$ cat config.mk
export PLATFORM = sky130hd
export DESIGN_NAME = aes_mono_router
export DESIGN_NICKNAME = d
export VERILOG_FILES = /design/src/rtl/aes_mr_pkg.sv /design/src/rtl/aes_mr_ingest.sv /design/src/rtl/aes_mr_fifo.sv /design/src/rtl/aes_mr_serial.sv /design/src/rtl/aes_mono_router.sv
export SDC_FILE = /design/constraint.sdc
export NUM_CORES = 1
export LEC_CHECK = 0
export ABC_AREA = 1
export BUFFER_PORTS_ARGS = -buffer_cell sky130_fd_sc_hd__clkbuf_2
export CAP_MARGIN = 30
export CORE_MARGIN = 2
export CORE_UTILIZATION = 55
export CTS_CLUSTER_SIZE = 14
export DETAILED_ROUTE_END_ITERATION = 6
export MAX_ROUTING_LAYER = met4
export PLACE_DENSITY = 0.71
export SLEW_MARGIN = 20
export SYNTH_ARGS = -nofsm -noshare
export SYNTH_HDL_FRONTEND = slang
export SYNTH_HIERARCHICAL = 1
export SYNTH_SLANG_ARGS = --single-unit
$ cat constraint.sdc
create_clock -name clk -period 7.9 [get_ports clk]
set_clock_uncertainty 0.15 [all_clocks]
set_input_delay 1.58 -clock clk [delete_from_list [all_inputs] [get_ports clk]]
set_output_delay 1.58 -clock clk [all_outputs]
set_load 0.1 [all_outputs]
$ cat src/rtl/aes_mr_pkg.sv
package aes_mr_pkg;

    localparam int SMP_W = 24;

    typedef logic [SMP_W-1:0] sample_t;

    // One assembled input frame with the routing mode captured at its start.
    typedef struct packed {
        logic    mono;
        sample_t a;
        sample_t b;
    } frame_t;

    // Level of the serial line at slot position k (0 = the bit at the word-clock edge).
    function automatic logic slot_bit(sample_t w, int unsigned k);
        sample_t t;
        if (k >= 1 && k <= SMP_W) begin
            t = w << (k - 1);
            return t[SMP_W-1];
        end
        return 1'b0;
    endfunction

endpackage

$ cat src/rtl/aes_mr_ingest.sv
module aes_mr_ingest
    import aes_mr_pkg::*;
(
    input  logic    clk,
    input  logic    rst,
    input  logic    mode_i,
    input  logic    valid_i,
    input  logic    is_b_i,
    input  logic    fstart_i,
    input  sample_t sample_i,
    output logic    push_o,
    output frame_t  frame_o
);

    logic    open_q;
    logic    mono_q;
    sample_t a_q;

    always_ff @(posedge clk) begin
        if (rst) begin
            open_q <= 1'b0;
            mono_q <= 1'b0;
            a_q    <= '0;
        end else if (valid_i) begin
            if (!is_b_i && fstart_i) begin
                open_q <= 1'b1;
                mono_q <= mode_i;
                a_q    <= sample_i;
            end else if (is_b_i && open_q) begin
                open_q <= 1'b0;
            end
        end
    end

    assign push_o  = valid_i && is_b_i && open_q;
    assign frame_o = '{mono: mono_q, a: a_q, b: sample_i};


    closes_frame_chk: assert property (@(posedge clk) disable iff (rst)
        (push_o && !fstart_i) |=> !open_q);

endmodule

$ cat src/rtl/aes_mr_fifo.sv
module aes_mr_fifo
    import aes_mr_pkg::*;
#(
    parameter int DEPTH = 2
) (
    input  logic   clk,
    input  logic   rst,
    input  logic   push_i,
    input  frame_t frame_i,
    input  logic   pop_i,
    output logic   empty_o,
    output frame_t frame_o
);

    localparam int AW = (DEPTH > 1) ? $clog2(DEPTH) : 1;
    localparam int CW = $clog2(DEPTH + 1);
    localparam logic [AW-1:0] LAST_A = AW'(DEPTH - 1);
    localparam logic [CW-1:0] FULL_C = CW'(DEPTH);

    frame_t          mem [DEPTH];
    logic [AW-1:0]   wr_q, rd_q;
    logic [CW-1:0]   cnt_q;
    logic            full, do_push, do_pop;

    assign full    = (cnt_q == FULL_C);
    assign empty_o = (cnt_q == '0);
    assign do_push = push_i && !full;
    assign do_pop  = pop_i && !empty_o;
    assign frame_o = mem[rd_q];

    always_ff @(posedge clk) begin
        if (do_push) mem[wr_q] <= frame_i;
    end

    always_ff @(posedge clk) begin
        if (rst) begin
            wr_q  <= '0;
            rd_q  <= '0;
            cnt_q <= '0;
        end else begin
            if (do_push) wr_q <= (wr_q == LAST_A) ? '0 : wr_q + AW'(1);
            if (do_pop)  rd_q <= (rd_q == LAST_A) ? '0 : rd_q + AW'(1);
            cnt_q <= cnt_q + CW'(do_push) - CW'(do_pop);
        end
    end


    fifo_bound_chk: assert property (@(posedge clk) disable iff (rst)
        cnt_q <= FULL_C);


    full_drop_chk: assert property (@(posedge clk) disable iff (rst)
        (push_i && full && !pop_i) |=> $stable(cnt_q));

endmodule

$ cat src/rtl/aes_mr_serial.sv
module aes_mr_serial
    import aes_mr_pkg::*;
#(
    parameter int SLOT_BITS = 32
) (
    input  logic   clk,
    input  logic   rst,
    input  logic   tick_i,
    input  logic   empty_i,
    input  frame_t head_i,
    output logic   pop_o,
    output logic   bclk_o,
    output logic   wclk_o,
    output logic   sdata_o,
    output logic   underrun_o
);

    localparam int PW = $clog2(2 * SLOT_BITS);
    localparam int KW = $clog2(SLOT_BITS);
    localparam logic [PW-1:0] LAST_P = PW'(2 * SLOT_BITS - 1);

    logic          bclk_q, run_q, phase_q, urun_q;
    logic [PW-1:0] pos_q;
    sample_t       left_q, right_q, hold_q;
    logic          fall, load;

    assign fall  = tick_i && bclk_q;
    assign load  = fall && (run_q ? (pos_q == LAST_P) : !empty_i);
    assign pop_o = load && !phase_q && !empty_i;

    always_ff @(posedge clk) begin
        if (rst) begin
            bclk_q  <= 1'b1;
            run_q   <= 1'b0;
            phase_q <= 1'b0;
            urun_q  <= 1'b0;
            pos_q   <= '0;
            left_q  <= '0;
            right_q <= '0;
            hold_q  <= '0;
        end else begin
            if (tick_i) bclk_q <= !bclk_q;
            if (fall && run_q) pos_q <= (pos_q == LAST_P) ? '0 : pos_q + PW'(1);
            if (load) begin
                run_q <= 1'b1;
                if (phase_q) begin
                    left_q  <= hold_q;
                    right_q <= hold_q;
                    phase_q <= 1'b0;
                end else if (!empty_i) begin
                    if (head_i.mono) begin
                        left_q  <= head_i.a;
                        right_q <= head_i.a;
                        hold_q  <= head_i.b;
                        phase_q <= 1'b1;
                    end else begin
                        left_q  <= head_i.a;
                        right_q <= head_i.b;
                    end
                end else begin
                    urun_q <= 1'b1;
                end
            end
        end
    end

    assign bclk_o     = bclk_q;
    assign wclk_o     = run_q ? pos_q[PW-1] : 1'b1;
    assign sdata_o    = run_q && slot_bit(pos_q[PW-1] ? right_q : left_q, int'(pos_q[KW-1:0]));
    assign underrun_o = urun_q;


    wclk_edge_chk: assert property (@(posedge clk) disable iff (rst)
        !$stable(wclk_o) |-> $fell(bclk_o));


    sdata_edge_chk: assert property (@(posedge clk) disable iff (rst)
        !$stable(sdata_o) |-> $fell(bclk_o));


    underrun_sticky_chk: assert property (@(posedge clk) disable iff (rst)
        urun_q |=> urun_q);


    mono_first_half_chk: assert property (@(posedge clk) disable iff (rst)
        phase_q |-> (left_q == right_q));

endmodule

$ cat src/rtl/aes_mono_router.sv
module aes_mono_router
    import aes_mr_pkg::*;
#(
    parameter int SLOT_BITS  = 32,
    parameter int FIFO_DEPTH = 2
) (
    input  logic             clk,
    input  logic             rst,
    input  logic             mono_mode_i,
    input  logic             sf_valid_i,
    input  logic             sf_is_b_i,
    input  logic             sf_frame_start_i,
    input  logic [SMP_W-1:0] sf_sample_i,
    input  logic             half_tick_i,
    output logic             bclk_o,
    output logic             wclk_o,
    output logic             sdata_o,
    output logic             underrun_o
);

    logic   push, pop, empty;
    frame_t in_frame, head;

    aes_mr_ingest u_ingest (
        .clk      (clk),
        .rst      (rst),
        .mode_i   (mono_mode_i),
        .valid_i  (sf_valid_i),
        .is_b_i   (sf_is_b_i),
        .fstart_i (sf_frame_start_i),
        .sample_i (sf_sample_i),
        .push_o   (push),
        .frame_o  (in_frame)
    );

    aes_mr_fifo #(.DEPTH(FIFO_DEPTH)) u_fifo (
        .clk     (clk),
        .rst     (rst),
        .push_i  (push),
        .frame_i (in_frame),
        .pop_i   (pop),
        .empty_o (empty),
        .frame_o (head)
    );

    aes_mr_serial #(.SLOT_BITS(SLOT_BITS)) u_serial (
        .clk        (clk),
        .rst        (rst),
        .tick_i     (half_tick_i),
        .empty_i    (empty),
        .head_i     (head),
        .pop_o      (pop),
        .bclk_o     (bclk_o),
        .wclk_o     (wclk_o),
        .sdata_o    (sdata_o),
        .underrun_o (underrun_o)
    );

endmodule

# [After elaboration in Yosys (flattened, before gate mapping)]
# Memory sizes are Yosys's and may differ from the RTL's. A register that Yosys moved wholly into a read port is not among the register bits.
# Cells that the tools add are included.
[op_classes] add_sub_neg=6 order_cmp=2 eq_ne=3 shifts=1 mux=23 n_bitwise=2 n_reduce_logical=25
[op_table] operator="2-to-1 mux 24 bit" count=6
[op_table] operator="left shift 24 x 32 -> 24 bit" count=1
[op_table] operator="2-to-1 mux 1 bit" count=16
[op_table] operator="logical AND 1 bit" count=13
[op_table] operator="adder 6 x 1 -> 6 bit, second input constant" count=1
[op_table] operator="== test 6 bit, second input constant" count=1
[op_table] operator="2-to-1 mux 6 bit" count=1
[op_table] operator="AND reduction 2 bit" count=3
[op_table] operator="subtractor 5 x 1 -> 6 bit, second input constant" count=1
[op_table] operator=">= comparator 5 x 1 -> 1 bit, second input constant" count=1
[op_table] operator="<= comparator 5 bit, second input constant" count=1
[op_table] operator="zero test 1 bit" count=5
[op_table] operator="AND reduction 4 bit" count=1
[op_table] operator="AND reduction 3 bit" count=1
[op_table] operator="adder 1 bit, second input constant" count=2
[op_table] operator="adder 2 x 1 -> 2 bit" count=1
[op_table] operator="== test 2 bit, second input constant" count=1
[op_table] operator="zero test 2 bit" count=1
[op_table] operator="!= test 2 bit, second input constant" count=1
[op_table] operator="NOT 1 bit" count=2
[op_table] operator="nonzero test 2 bit" count=1
[op_table] operator="subtractor 2 x 1 -> 2 bit" count=1
[totals] ff_bits=112 ram_bits=98 in_bits=31 output_inout_bits=4 wordCells=77 memories=1
[mem_list] memory="u_fifo.mem" depth=2 word_bits=49 rd=1 rd_clocked_by_memory_dff=1 write_ports=1 line="aes_mr_fifo.sv:20" text="frame_t mem [DEPTH];"

# [Depth between registers and ports, before layout]
# Gate-level depths: netlist (run 1).
[depth] word_depth=9 mapped_depth=20

# [Hierarchy]
# Netlist (run 1), hierarchy kept.
[by_module_without_submodules] mod="aes_mr_serial" n_inst=1 cells_each=676 area_per_inst_um2=4376.7 seq_area_each_um2=1641.6
[by_module_without_submodules] mod="aes_mr_fifo" n_inst=1 cells_each=190 area_per_inst_um2=3828.7 seq_area_each_um2=3042.9
[by_module_without_submodules] mod="aes_mr_ingest" n_inst=1 cells_each=192 area_per_inst_um2=1272.5 seq_area_each_um2=520.5

# [Worst setup path after synthesis (run 1)]
# No wires, ideal clock.
[synth_path] kind="register to output" start="register u_serial.pos_q[0]" end="output port sdata_o" t_arrival_ns=2.886 setup_slack_ns=3.284 path_stages_with_launch=12 n_path_buf=1 cell_sequence="dfxtp_1 -> inv_1 -> buf_1 -> ha_1 -> inv_1 -> nand3_1 -> nand2_1 -> nand2_1 -> nand3_1 -> nand2_1 -> nand2_1 -> nor2_1"
[synth_between] elab_chain_len=5 word_cells_on_any_way=9 classes_between="add/sub (1); order compare (2); shift (1); mux (3); reduce/logical (2)"
[synth_lines] element="from (decl)" line="aes_mr_serial.sv:23" text="logic [PW-1:0] pos_q;"
[synth_lines] element="from (signal assigned)" line="aes_mr_serial.sv:43" text="if (fall && run_q) pos_q <= (pos_q == LAST_P) ? '0 : pos_q + PW'(1);"
[synth_lines] element="subtractor 5 x 1 -> 6 bit (tied with other cells)" line="aes_mr_pkg.sv:18" text="t = w << (k - 1);"
[synth_lines] element="left shift 24 x 32 -> 24 bit or logical AND 1 bit (tied branches)" line="aes_mr_pkg.sv:18, aes_mr_pkg.sv:17"
[synth_lines] element="2-to-1 mux 1 bit" line="aes_mr_pkg.sv:17" text="if (k >= 1 && k <= SMP_W) begin"
[synth_lines] element="2-to-1 mux 1 bit *" line="aes_mr_pkg.sv:21" text="return 1'b0;"
[synth_lines] element="logical AND 1 bit *" line="aes_mr_serial.sv:69" text="assign sdata_o = run_q && slot_bit(pos_q[PW-1] ? right_q : left_q, int'(pos_q[KW-1:0]));"
[synth_lines] element="to (decl)" line="aes_mono_router.sv:17" text="output logic sdata_o,"
# Mark *: on every way between the ends. The rest lies on a longest branch, timed or not. The select of a mux whose other input is x is not followed.

# [Worst setup path after layout (run 1)]
# Ends and elaborated chain as after synthesis.

==> results of run 1 <==
worst max-delay path: stages (launching register included):
cell and delay (ns):
dfxtp_1 0.71, inv_1 0.42, ha_1 0.53, inv_1 0.17, nand3_1 0.11, nand2_1 0.05, nand2_1 0.05, nand3_1 0.08
nand2_1 0.06, nand2_1 0.04, nor2_1 0.17, clkbuf_2 0.49
worst paths after layout:
path	startpoint	to	slack, ns	depth (start not counted)
worst max-delay path	u_serial/pos_q[0]$_SDFFE_PP0P_	sdata_o	2.78	11
worst min-delay path	u_ingest/a_q[15]$_SDFFE_PP0P_	u_fifo/mem[0][39]$_DFFE_PP_	0.30	0
worst max register to register	u_serial/pos_q[0]$_SDFFE_PP0P_	u_fifo/cnt_q[1]$_SDFF_PP0_	4.36	18
worst min register to register	u_ingest/a_q[15]$_SDFFE_PP0P_	u_fifo/mem[0][39]$_DFFE_PP_	0.30	0
per-layer routing:
| metal | vias to the layer above | track usage |
|---|---|---|
| li1 | 3414 | - |
| met1 | 3103 | 0.286 |
| met2 | 125 | 0.331 |
| met3 | 25 | 0.0254 |
| met4 | 0 | 0.0503 |
| met5 | - | - |
logic make-up (layout without fill, tap and decap cells):
group	Yosys count	count (layout)
flops	211	211
fa+ha+maj	6	6
mux	49	49
simple gates	406	406
compound gates	193	193
buf+inv	190	192
xor+xnor	3	3
registers in the layout, indices dropped and copies added, names as in the netlist, named ones only:
signal,cells
u_fifo/rd_q,1
u_ingest/a_q,24
u_fifo/cnt_q,2
u_serial/bclk_o,1
u_fifo/mem,98
u_ingest/mono_q,1
u_fifo/wr_q,1
u_ingest/open_q,1
u_serial/run_q,1
u_serial/left_q,24
u_serial/hold_q,24
u_serial/underrun_o,1
u_serial/right_q,24
u_serial/pos_q,6
u_serial/phase_q,1
cell usage after synthesis:
cell type,count
nand2_1,216
dfxtp_1,113
o21ai_0,107
inv_1,104
nor2_1,104
edfxtp_1,98
a21oi_1,83
nand3_1,75
mux2_2,39
clkbuf_1,30
buf_4,28
buf_6,13
buf_2,11
mux2_4,10
ha_1,6
nand2_2,4
nand3_2,2
nor2_4,2
xor2_1,2
a211oi_1,1
buf_1,1
buf_8,1
clkinv_1,1
inv_2,1
nor3_1,1
nor3b_2,1
nor4_1,1
o21a_1,1
o31ai_1,1
xnor2_1,1
where the power goes:
group | switching, mW | total, mW | internal [mW]
registers | 0.00632 | 1.16 | 1.15
clock network | 0.405 | 0.993 | 0.589
logic | 0.0473 | 0.0709 | 0.0236
layout make-up:
| cell class | count | area share |
|---|---|---|
| Inverter | 106 | 0.0388 |
| Clock buffer | 29 | 0.0613 |
| Multi-Input combinational cell | 657 | 0.326 |
| Timing Repair Buffer | 46 | 0.0320 |
| Sequential cell | 211 | 0.508 |
| Tap cell | 220 | 0.0269 |
| Clock inverter | 11 | 0.00708 |
through the flow:
step / cells / cell area [sq um] / worst slack [ns] / total power, mW / hold slack [ns]
after global placement: 1236 / 9450 / 3.37 / 1.25 / 0.281
after global routing: 1280 / 10200 / 2.47 / 2.29 / 0.312
after floorplan: 1058 / 9480 / 3.28 / 1.24 / 0.276
after CTS: 1279 / 10200 / 2.77 / 2.24 / 0.303
after detailed placement: 1239 / 9530 / 3.31 / 1.25 / 0.285
final: 1280 / 10200 / 2.78 / 2.22 / 0.301
==> results.yml, run 1 <==
setup_path:
  crit_arrival_ns: 3.39
  path_max_fanout: 17
  end_kind: "primary output"
  worstPathRequired_ns: 6.17
  start_kind: "flop"
  path_class: "flop to primary output"
cells_and_area:
  n_antenna_cell: 0
  layout_commonest_cell: "nand2_1"
  areaGrowthSynthToFinish_pct: 8.13
  drive_gt1_frac: 0.132
  register_area_sq_um: 5210
  multi_input_area_sq_um: 3340
  nFillCells: 1438
  nets: 1081
  final_core_util: 0.614
  layout_common_cells: "216 x nand2_1, 111 x dfxtp_1, 107 x o21ai_0"
logic_synthesis:
  netlist_instances: 1058
  synth-simple-area-share: 0.176
  ys_seq_area_frac: 0.549
  netlist_area_sq_um: 9480
  synth_top_area_frac: 0.310
  synthMuxAreaShare: 0.0622
  yosysWarnings: 6
  yosysUniqueCellTypes: 30
  syn-num-nets: 1095
  synth_top_area_cell: "edfxtp_1"
  synth_top_family_by_area: "simple AND/OR/NAND/NOR gates"
  synth.area.top_cells: "edfxtp_1 31%, dfxtp_1 24%, nand2_1 8.6%"
  ys_seq_elements: 211
  yosys.area_share.xor_xnor: 0.00277
  synth_fa_ha_area_frac: 0.00792
  avgSynthCellArea_sq_um: 8.96
  synth_compound_area_frac: 0.103
detailed_routing:
  drc: 0
  wl_per_cell_um: 14.2
  final_antenna_net_count: 0
  wl_um: 18100
  drt-initial-drc-count: 482
  wl_met3_um: 888
  route.met2.wl_um: 8240
  avgViaCountPerCell: 5.21
  top_layer: "met4"
  wl_met1_um: 8710
  via_count: 6667
  drt-pass1-iter-count: 5
sta:
  finalCritPeriodShare: 0.648
  final.setup.tns_ns: 0
  setup_viol: 0
  tightest_slew_ns: 0.855
  relSlewSlack: 0.430
  rsz0062_at_grt: "false"
  period_minus_slack_ns: 5.12
  drv_slew: 0
  max_freq_mhz: 195
  hold_viol: 0
cts:
  clkLatencyLatePin_ns: 0.50
  clkSlewWorstSetupHoldPaths_ns: 0.06
  cts_buffer_depth: 3
  cts_root_buf: "clkbuf_16"
  cts.hold.buffers_added: 0
  cts_tree: "done"
  cts_made_buffers: 22
  clkSinkCount: 211
  post_cts_buffers: 0
  htreeDepth: 1
  cts_resized: 0
floorplanning:
  start_util: 0.568
  die_area_sq_um: 18300
  fp.coreArea_sq_um: 16700
  io_pins: 35
  die_width_um: 135
  die_h_um: 135
  rows: 47
grt:
  grt-ovfl-total: 0
  grt_pass1_wl_um: 30000
  first_global_vias: 6188
  track_usage: 0.207
  grt_max_degree: 76
  antenna_found_initial: 0
run_status:
  status: "finished clean"
placement:
  place_hpwl_um: 11300
  port_buffers: 34
  place_congestion: 0.842
hold_path:
  hold_path.class: "flop to flop"
pwr:
  cellPowerDensity_nw_per_um2: 217
  ir_worst_vdd_mv: 0.164
  p_leak_nw: 3.87
job:
  maxCapViolCount: 0
Power figures use the tool's default switching activity.
==> inputs of run 2 (changes only) <==
PLACE_DENSITY = 0.74   (was 0.71)
clock period = 4.3 ns   (was 7.9 ns; I/O delays follow)
==> run 2 against run 1 <==
Compared with the run above: first-iteration DRC count shrank 0.41%; wire length is 1.3% higher; register-to-register slack got worse by 2.9 ns; sequential power up 84%; cell count grew 0.16%; total power up 85%; die area did not move; worst hold slack got worse by 0.0044 ns; cell area about the same; setup slack got worse by 2.1 ns; largest cell class unchanged; critical path depth stayed put; non-clock buffer count up 3.
==> results.yml, run 2 (synthesis gave the netlist of run 1 again) <==
pwr:
  power.share.sequential: 0.518
  ir_worst_vdd_mv: 0.343
  power_switching_uw: 847
  finalPower_mw: 4.12
  internal_power_mw: 3.27
  combPwrFrac: 0.031
  p_leak_nw: 3.87
  power_frac_clock: 0.451
  cellPowerDensity_nw_per_um2: 402
  swShare: 0.206
setup_path:
  path_class: "flop to primary output"
  worst-path-buf-inv: 3
  startpoint: "u_serial/pos_q[1]$_SDFFE_PP0P_"
  worstPathRequired_ns: 3.29
  cp_common_cell: "nand2_1"
  r2r-start: "u_serial/pos_q[0]$_SDFFE_PP0P_"
  cp.depth: 11
  r2r_setup_slack_ns: 1.50
  path_delay_family: "buffers and inverters"
  start_kind: "flop"
  path_max_fanout: 7
  slowest_delay_ns: 0.49
  crit_arrival_ns: 2.66
  crit_chain: "inv_1, ha_1, inv_1, nand3_1, nand2_1, nand2_1, nand3_1, nand2_1, nand2_1, nor2_1, clkbuf_2"
  slowest_stage: "clkbuf_2"
  reg2regPathDepth: 18
  crit_end: "sdata_o"
  r2r-end: "u_fifo/cnt_q[1]$_SDFF_PP0_"
  end_kind: "primary output"
cells_and_area:
  layout_common_cells: "216 x nand2_1, 111 x dfxtp_1, 107 x o21ai_0"
  largest-register: "u_fifo/mem"
  areaGrowthSynthToFinish_pct: 8.05
  nFillCells: 1379
  largest_reg_flops: 98
  n_antenna_cell: 0
  layout_commonest_cell: "nand2_1"
  drive_gt1_frac: 0.135
  nets: 1084
grt:
  grt_pass1_wl_um: 30400
  first_global_vias: 6390
  grt_max_degree: 77
  antenna_found_initial: 0
  track_usage: 0.209
  grt-ovfl-total: 0
placement:
  place_hpwl_um: 11500
  place_ws_ns: 1.03
  port_buffers: 34
  place_congestion: 0.857
floorplanning:
  io_pins: 35
  fp.coreArea_sq_um: 16700
  die_width_um: 135
  die_h_um: 135
  rows: 47
  die_area_sq_um: 18300
  start_util: 0.568
cts:
  clkSinkCount: 211
  cts.hold.buffers_added: 0
  htreeDepth: 1
  clkLatencyLatePin_ns: 0.50
  cts_resized: 0
  cts_made_buffers: 22
  clkSlewWorstSetupHoldPaths_ns: 0.06
  post_cts_buffers: 0
  cts_tree: "done"
  cts_buffer_depth: 3
  cts_root_buf: "clkbuf_16"
detailed_routing:
  wl_per_cell_um: 14.3
  drt-initial-drc-count: 480
  wl_um: 18400
  final_antenna_net_count: 0
  drt-pass1-iter-count: 5
  avgViaCountPerCell: 5.26
  drc: 0
  via_count: 6744
sta:
  period_minus_slack_ns: 3.67
  tightest_slew_ns: 0.808
  fin_ws_ns: 0.632
  max_freq_mhz: 273
  hold_viol: 0
  finalCritPeriodShare: 0.853
  relSlewSlack: 0.461
  rsz0062_at_grt: "false"
  setup_viol: 0
  final.setup.tns_ns: 0
  drv_slew: 0
job:
  maxCapViolCount: 0
hold_path:
  hold_path.class: "flop to flop"
run_status:
  status: "finished clean"
run 2: power by group through the flow:
stage	registers, mW	logic, mW	clock network (mW)
6_report	2.13	0.129	1.86
5_1_grt	2.13	0.146	1.98
4_1_cts	2.13	0.128	1.89
3_5_place_dp	2.18	0.127	0
3_3_place_gp	2.17	0.122	0
2_1_floorplan	2.18	0.0965	0
run 2: final cells by class:
type | count | area, sq um | area share
inverter | 106 | 398 | 0.0389
timing repair buffer | 49 | 310 | 0.0303
clock buffer | 27 | 601 | 0.0586
tap | 220 | 275 | 0.0269
multi-input combinational | 657 | 3340 | 0.326
clock inverter | 12 | 110 | 0.0108
sequential | 211 | 5210 | 0.508
run 2: through the flow:
| stage | utilization | std cells | area [sq um] | hold slack [ns] |
|---|---|---|---|---|
| after detailed placement | 0.570 | 1242 | 9520 | 0.286 |
| after global placement | 0.568 | 1241 | 9490 | 0.280 |
| final | 0.613 | 1282 | 10200 | 0.297 |
| after floorplan | - | 1058 | 9480 | 0.276 |
| after global routing | 0.613 | 1282 | 10200 | 0.302 |
| after CTS | 0.612 | 1281 | 10200 | 0.298 |
run 2: worst min path at each step:
| stage | slack (ns) | depth (start not counted) | endpoint | from |
|---|---|---|---|---|
| 2_1_floorplan | 0.28 | 0 | u_fifo/mem[0][24]$_DFFE_PP_ | u_ingest/a_q[0]$_SDFFE_PP0P_ |
| 3_3_place_gp | 0.28 | 0 | u_fifo/mem[0][34]$_DFFE_PP_ | u_ingest/a_q[10]$_SDFFE_PP0P_ |
| 3_5_place_dp | 0.29 | 0 | u_fifo/mem[0][28]$_DFFE_PP_ | u_ingest/a_q[4]$_SDFFE_PP0P_ |
| 4_1_cts | 0.30 | 0 | u_fifo/mem[1][28]$_DFFE_PP_ | u_ingest/a_q[4]$_SDFFE_PP0P_ |
| 5_1_grt | 0.30 | 0 | u_fifo/mem[0][42]$_DFFE_PP_ | u_ingest/a_q[18]$_SDFFE_PP0P_ |
| 6_report | 0.30 | 0 | u_fifo/mem[0][38]$_DFFE_PP_ | u_ingest/a_q[14]$_SDFFE_PP0P_ |
run 2: per-layer routing:
| layer | GRT usage | part of all wire |
|---|---|---|
| met1 | 0.293 | 0.47 |
| met2 | 0.323 | 0.46 |
| met3 | 0.0288 | 0.048 |
| met4 | 0.0567 | 0.018 |
| met5 | - | 0 |
